`src/rtl/bal_pkg.sv`:
```
package bal_pkg;
  localparam int unsigned BAL_WORD_W = 8;
  localparam logic [BAL_WORD_W-1:0] BAL_SYNC_PAT = 8'hB8;
endpackage

```
`src/rtl/bal_window.sv`:
```
module bal_window #(
  parameter int unsigned W = 8
) (
  input  logic           clk,
  input  logic           rst_n,
  input  logic [W-1:0]   din,
  output logic [2*W-1:0] win
);
  logic [W-1:0] prev_q;

  always_ff @(posedge clk or negedge rst_n) begin
    if (!rst_n) prev_q <= '0;
    else        prev_q <= din;
  end

  // older word in the low half: lower index is earlier in time
  assign win = {din, prev_q};
endmodule

```
`src/rtl/bal_search.sv`:
```
module bal_search #(
  parameter int unsigned W   = 8,
  parameter logic [W-1:0] PAT = 8'hB8,
  localparam int unsigned OW = (W > 1) ? $clog2(W) : 1
) (
  input  logic [2*W-1:0] win,
  output logic           hit,
  output logic [OW-1:0]  hit_off
);
  logic [W-1:0] match;

  for (genvar k = 0; k < W; k++) begin : g_cmp
    assign match[k] = (win[k +: W] == PAT);
  end

  // lowest offset is the earliest occurrence in serial time
  always_comb begin
    hit_off = '0;
    for (int k = W - 1; k >= 0; k--) begin
      if (match[k]) hit_off = OW'(k);
    end
  end

  assign hit = |match;
endmodule

```
`src/rtl/bal_lock.sv`:
```
module bal_lock #(
  parameter int unsigned W = 8,
  localparam int unsigned OW = (W > 1) ? $clog2(W) : 1
) (
  input  logic          clk,
  input  logic          rst_n,
  input  logic          en,
  input  logic          hit,
  input  logic [OW-1:0] hit_off,
  output logic          locked,
  output logic [OW-1:0] off
);
  always_ff @(posedge clk or negedge rst_n) begin
    if (!rst_n) begin
      locked <= 1'b0;
      off    <= '0;
    end else if (!en) begin
      locked <= 1'b0;
      off    <= '0;
    end else if (!locked && hit) begin
      locked <= 1'b1;
      off    <= hit_off;
    end
  end

  // framing frozen while the lock is held
  p_off_hold_r5: assert property (@(posedge clk) disable iff (!rst_n)
    locked |=> (!locked || $stable(off)));

  // a lock only ever starts from a pattern match in an enabled cycle
  p_lock_on_hit_r2: assert property (@(posedge clk) disable iff (!rst_n)
    $rose(locked) |-> $past(hit && en));
endmodule

```
`src/rtl/bal_byte_aligner.sv`:
```
module bal_byte_aligner #(
  parameter int unsigned W      = bal_pkg::BAL_WORD_W,
  parameter logic [W-1:0] PAT   = bal_pkg::BAL_SYNC_PAT,
  parameter bit          BYPASS = 1'b0
) (
  input  logic         clk,
  input  logic         rst_n,
  input  logic         burst_en,
  input  logic [W-1:0] raw_word,
  output logic [W-1:0] aligned_byte,
  output logic         aligned_sync
);
  localparam int unsigned OW = (W > 1) ? $clog2(W) : 1;

  logic [W-1:0] byte_q;
  logic         sync_q;

  if (BYPASS) begin : g_raw
    // registered pass-through, flag follows the enable
    always_ff @(posedge clk or negedge rst_n) begin
      if (!rst_n) begin
        byte_q <= '0;
        sync_q <= 1'b0;
      end else begin
        byte_q <= raw_word;
        sync_q <= burst_en;
      end
    end
  end else begin : g_align
    logic [2*W-1:0] win;
    logic           hit;
    logic [OW-1:0]  hit_off;
    logic           lock_q;
    logic [OW-1:0]  off_q;

    bal_window #(.W(W)) u_win (
      .clk(clk), .rst_n(rst_n), .din(raw_word), .win(win)
    );

    bal_search #(.W(W), .PAT(PAT)) u_srch (
      .win(win), .hit(hit), .hit_off(hit_off)
    );

    bal_lock #(.W(W)) u_lock (
      .clk(clk), .rst_n(rst_n), .en(burst_en), .hit(hit),
      .hit_off(hit_off), .locked(lock_q), .off(off_q)
    );

    // the sync byte sits at off_q in the lock cycle; one cycle later the
    // same offset frames the byte that follows it
    always_ff @(posedge clk or negedge rst_n) begin
      if (!rst_n) begin
        byte_q <= '0;
        sync_q <= 1'b0;
      end else if (lock_q && burst_en) begin
        byte_q <= win[off_q +: W];
        sync_q <= 1'b1;
      end else begin
        byte_q <= '0;
        sync_q <= 1'b0;
      end
    end

    // the flag rises only after a lock was already held
    p_sync_needs_lock_r3: assert property (@(posedge clk) disable iff (!rst_n)
      $rose(aligned_sync) |-> $past(lock_q));

    // no stale data while not aligned
    p_idle_zero_r8: assert property (@(posedge clk) disable iff (!rst_n)
      !aligned_sync |-> (aligned_byte == '0));
  end

  assign aligned_byte = byte_q;
  assign aligned_sync = sync_q;

  // dropping the enable removes the flag at the next edge
  p_sync_drop_r6: assert property (@(posedge clk) disable iff (!rst_n)
    !burst_en |=> !aligned_sync);
endmodule

```
`config.mk`:
```
export PLATFORM = sky130hd
export DESIGN_NAME = bal_byte_aligner
export DESIGN_NICKNAME = d
export VERILOG_FILES = /design/src/rtl/bal_pkg.sv /design/src/rtl/bal_window.sv /design/src/rtl/bal_search.sv /design/src/rtl/bal_lock.sv /design/src/rtl/bal_byte_aligner.sv
export SDC_FILE = /design/constraint.sdc
export NUM_CORES = 1
export LEC_CHECK = 0
export ABC_AREA = 1
export BUFFER_PORTS_ARGS = -buffer_cell sky130_fd_sc_hd__clkbuf_2
export CAP_MARGIN = 20
export CORE_MARGIN = 1
export CORE_UTILIZATION = 55
export DETAILED_ROUTE_END_ITERATION = 8
export PLACE_DENSITY_LB_ADDON = 0.1
export SLEW_MARGIN = 5
export SYNTH_ARGS = -nofsm -noshare
export SYNTH_HDL_FRONTEND = slang
export SYNTH_HIERARCHICAL = 1
export SYNTH_SLANG_ARGS = --single-unit
export TNS_END_PERCENT = 5
```
`constraint.sdc`:
```
create_clock -name clk -period 2.85 [get_ports clk]
set_input_delay 0.4275 -clock clk [delete_from_list [all_inputs] [get_ports clk]]
set_output_delay 0.4275 -clock clk [all_outputs]
set_load 0.01 [all_outputs]
```
# Word level (Yosys, flattened, before mapping)

Index checks and enable logic that the tools add are counted.

Bits in registers: 21
Input port bits: 11
Output and inout port bits: 9

Equal/unequal tests: 9
Shift operators: 1
Mux-type cells: 14
Reductions and logical operators: 4

Operators with widths:

| operator                                              | number |
|---|---|
| == test 8 bit, second input constant                  | 8 |
| 2-to-1 mux 3 bit                                      | 10 |
| indexed part select 16 x 4 -> 8 bit                   | 1 |
| 2-to-1 mux 8 bit                                      | 1 |
| OR reduction 8 bit                                    | 1 |
| 2-to-1 mux 1 bit                                      | 3 |
| logical AND 1 bit                                     | 2 |
| inequality test 2 x 1 -> 1 bit, second input constant | 1 |
| logical NOT 1 bit                                     | 1 |

# Logic depth before layout (Yosys ltp)

Word-level depth: 11
Mapped depth: 11

# By module

The synthesis kept the hierarchy.

Modules (own cells, without submodules):

| module           | instances | cells each | area an instance (µm²) | seq. area each (µm²) |
|---|---|---|---|---|
| bal_byte_aligner | 1         | 102        | 674.4                  | 225.2 |
| bal_search       | 1         | 77         | 300.3                  | 0.0 |
| bal_window       | 1         | 16         | 260.2                  | 200.2 |
| bal_lock         | 1         | 16         | 160.2                  | 100.1 |

# Worst setup path before layout

No wires, ideal clock.

Kind: input -> register
Start point: input port raw_word[1]
End point: register g_align.u_lock.off[0]
Library setup time: 0.118 ns
Arrival time: 1.246 ns
Slack: 1.487 ns
Cell stages on the path: 11
Cells stage by stage: buf_4 inv_1 nand2_1 nor2_1 nand2_2 nand2_2 nor2_1 nand2_1 nand2_1 nand3_1 nand2_1

Elaborated cells on any way between the ends: 19
Those cells by class: 7 x eq/ne; 10 x mux; 2 x reduce/logical

RTL lines:

| element                                           | line                   | source |
|---|---|---|
| from (decl)                                       | bal_byte_aligner.sv:9  | `input logic [W-1:0] raw_word,` |
| == test 8 bit                                     | bal_search.sv:13       | `assign match[k] = (win[k +: W] == PAT);` |
| OR reduction 8 bit *                              | bal_search.sv:24       | `assign hit = \|match;` |
| via g_align.hit                                   | bal_byte_aligner.sv:31 | `logic hit;` |
| logical AND 1 bit *                               | bal_lock.sv:20         | `end else if (!locked && hit) begin` |
| inequality test 2 x 1 -> 1 bit (no source line) * | n/a                    |  |
| to (signal assigned)                              | bal_lock.sv:22         | `off <= hit_off;` |
| to (decl)                                         | bal_lock.sv:11         | `output logic [OW-1:0] off` |

Mark *: on every way through the listed nets, which the timed path passes. The rest lies on a longest branch. The select of a mux whose other input is x is not followed.
A chain may end at the register's enable or synchronous reset.

# Worst setup path in the final report

Start point: register g_align.u_lock.off[0]
End point: register byte_q[6] (netlist: aligned_byte[6])

Word-level cells in the longest chain between the ends: 2

Ends and longest elaborated chain:

| element                             | line                   | source |
|---|---|---|
| indexed part select 16 x 4 -> 8 bit | bal_byte_aligner.sv:56 | `byte_q <= win[off_q +: W];` |
| 2-to-1 mux 8 bit                    | bal_byte_aligner.sv:55 | `end else if (lock_q && burst_en) begin` |
| to (signal assigned)                | bal_byte_aligner.sv:56 |  |
| to (decl)                           | bal_byte_aligner.sv:15 | `logic [W-1:0] byte_q;` |

Every way passes these cells.

==> out/qor.yml <==
status: "finished clean"
cp.required_ns: 3.04
drc: 0
clkSinkCount: 21
grt_pass1_wl_um: 5150
io_buffers: 19
period_share_pct: 52.3
hpwlAfterDp_um: 2290
clock_latency_ns: 0.29
finalNetCount: 233
syn_nets: 221
dieArea_um2: 2730
tns_ns: 0
rsz0062_at_grt: "false"
wl_per_cell_um: 12.0
ir_worst_vdd_uv: 231
fin_skew_ns: 0.00120
grt_overflow: 0
syn_avg_cell_area_um2: 6.61
std_cell_rows: 17
htreeDepth: 1
ctsLongestPathBuffers: 2
gp_congestion: 0.950
worst_hold_slack_ns: 0.0842
drtIter0Drc: 48
grt.total_usage_pct: 25.6
worst_pin_slew_ns: 0.522
finalWirelength_um: 2980
power_density_nw_per_um2: 359
critical_path_class: "flop to flop"
timing_hold_violations_final: 0
cts_tree: "built"
die_w_um: 52.2
netlist_instances: 210
max_freq_mhz: 671
syn-cell-area_um2: 1390
cp-end-kind: "flop"
setup_viol: 0
hold_class: "primary input to asynchronous set/reset pin"
vias: 1341
antenna_left: 0
crit_arrival_ns: 1.68
root_buffer: "clkbuf_4"
startpoint_type: "flop"
cts-hold-fix-buffers: 0
cp_max_fo: 16
final_area_um2: 1440
antenna_found_initial: 0
dpl-instance-area_um2: 1420
drv_cap: 0
cts-buffers-inserted: 3
postCtsSetupBuffers: 0
grt_pass1_vias: 1217
routed_via_density: 5.39
yosysWarnings: 6
firstDrtPassIters: 5
syn_to_final_growth_pct: 3.97
postCtsResizedCells: 0
grt_max_degree: 22
core_um2: 2300
start_util_pct: 60.4
min_period_ns: 1.49
relSlewSlack_pct: 65.2
slew_viol_final: 0
clk_pin_slew_ns: 0.11
die_y_um: 52.2
ioPinCount: 20
n_antenna_cell: 0
final_layout_size_suffix_gt1_share_pct: 13.6
total_leakage_power_uw: 0.000801
## worst paths after layout
path / slack, ns / start / depth (start not counted) / endpoint
worst min-delay path: 0.08 / rst_n / 1 / aligned_byte[0]
worst max register to register: 1.36 / g_align.u_lock/off[0] / 5 / aligned_byte[6]
worst min register to register: 0.54 / g_align.u_lock/locked / 1 / g_align.u_lock/locked
min in group clk: 0.23 / raw_word[7] / 1 / g_align.u_win/prev_q[7]
max in group asynchronous: 2.42 / rst_n / 1 / aligned_sync
worst max-delay path: 1.36 / g_align.u_lock/off[0] / 5 / aligned_byte[6]
## state kept, by name (all words and copies together) (netlist names)
register               flops
g_align.u_lock/off         3
aligned_sync               1
g_align.u_win/prev_q       8
g_align.u_lock/locked      1
aligned_byte               8
## layer usage
layer / part of all wire (%) / track usage (%) / vias up
met4: 1.0 / 8.77 / 0
met1: 46 / 33.8 / 610
met3: 5.5 / 2.61 / 6
met2: 48 / 43.4 / 45
li1: - / - / 680
met5: 0 / 0 / -
## critical path, cell delays in order, from the launching register on
cell,delay (ns)
dfrtp_1,0.66
inv_2,0.24
nand2_2,0.12
nand3_2,0.09
a21oi_1,0.21
nor2_1,0.07
## through the flow
stage / cells / utilization [%] / power (µW) / setup WS (ns)
after floorplan: 210 / - / 364 / 1.49
after global placement: 245 / 61.7 / 383 / 1.34
after detailed placement: 245 / 61.7 / 384 / 1.28
after CTS: 249 / 62.8 / 527 / 1.37
after global routing: 249 / 62.8 / 554 / 1.23
final: 249 / 62.8 / 518 / 1.36
## power by group
group / internal (µW) / switching, µW
combinational: 21.1 / 44.3
sequential: 305 / 8.08
clock: 54.4 / 84.9
## cells in the final DEF, fill, tap and decap left out
cell / n
dfrtp_1: 21
nand2_1: 74
o21a_1: 1
nand4_1: 4
nand3_1: 40
nand2_2: 3
clkbuf_2: 19
a21oi_1: 8
inv_1: 20
inv_2: 3
nor3_1: 1
nand3_2: 1
clkbuf_4: 3
clkbuf_1: 1
nand2_4: 1
nor2_1: 21
## layout make-up
cell class                      instances  area [µm²]
Sequential cell                        21         526
Timing Repair Buffer                   19        95.1
Fill cell                             219         855
Tap cell                               28        35.0
Multi-Input combinational cell        154         674
Clock buffer                            4        26.3
Inverter                               23        86.3
No activity file was read; power rests on OpenSTA's default activity.
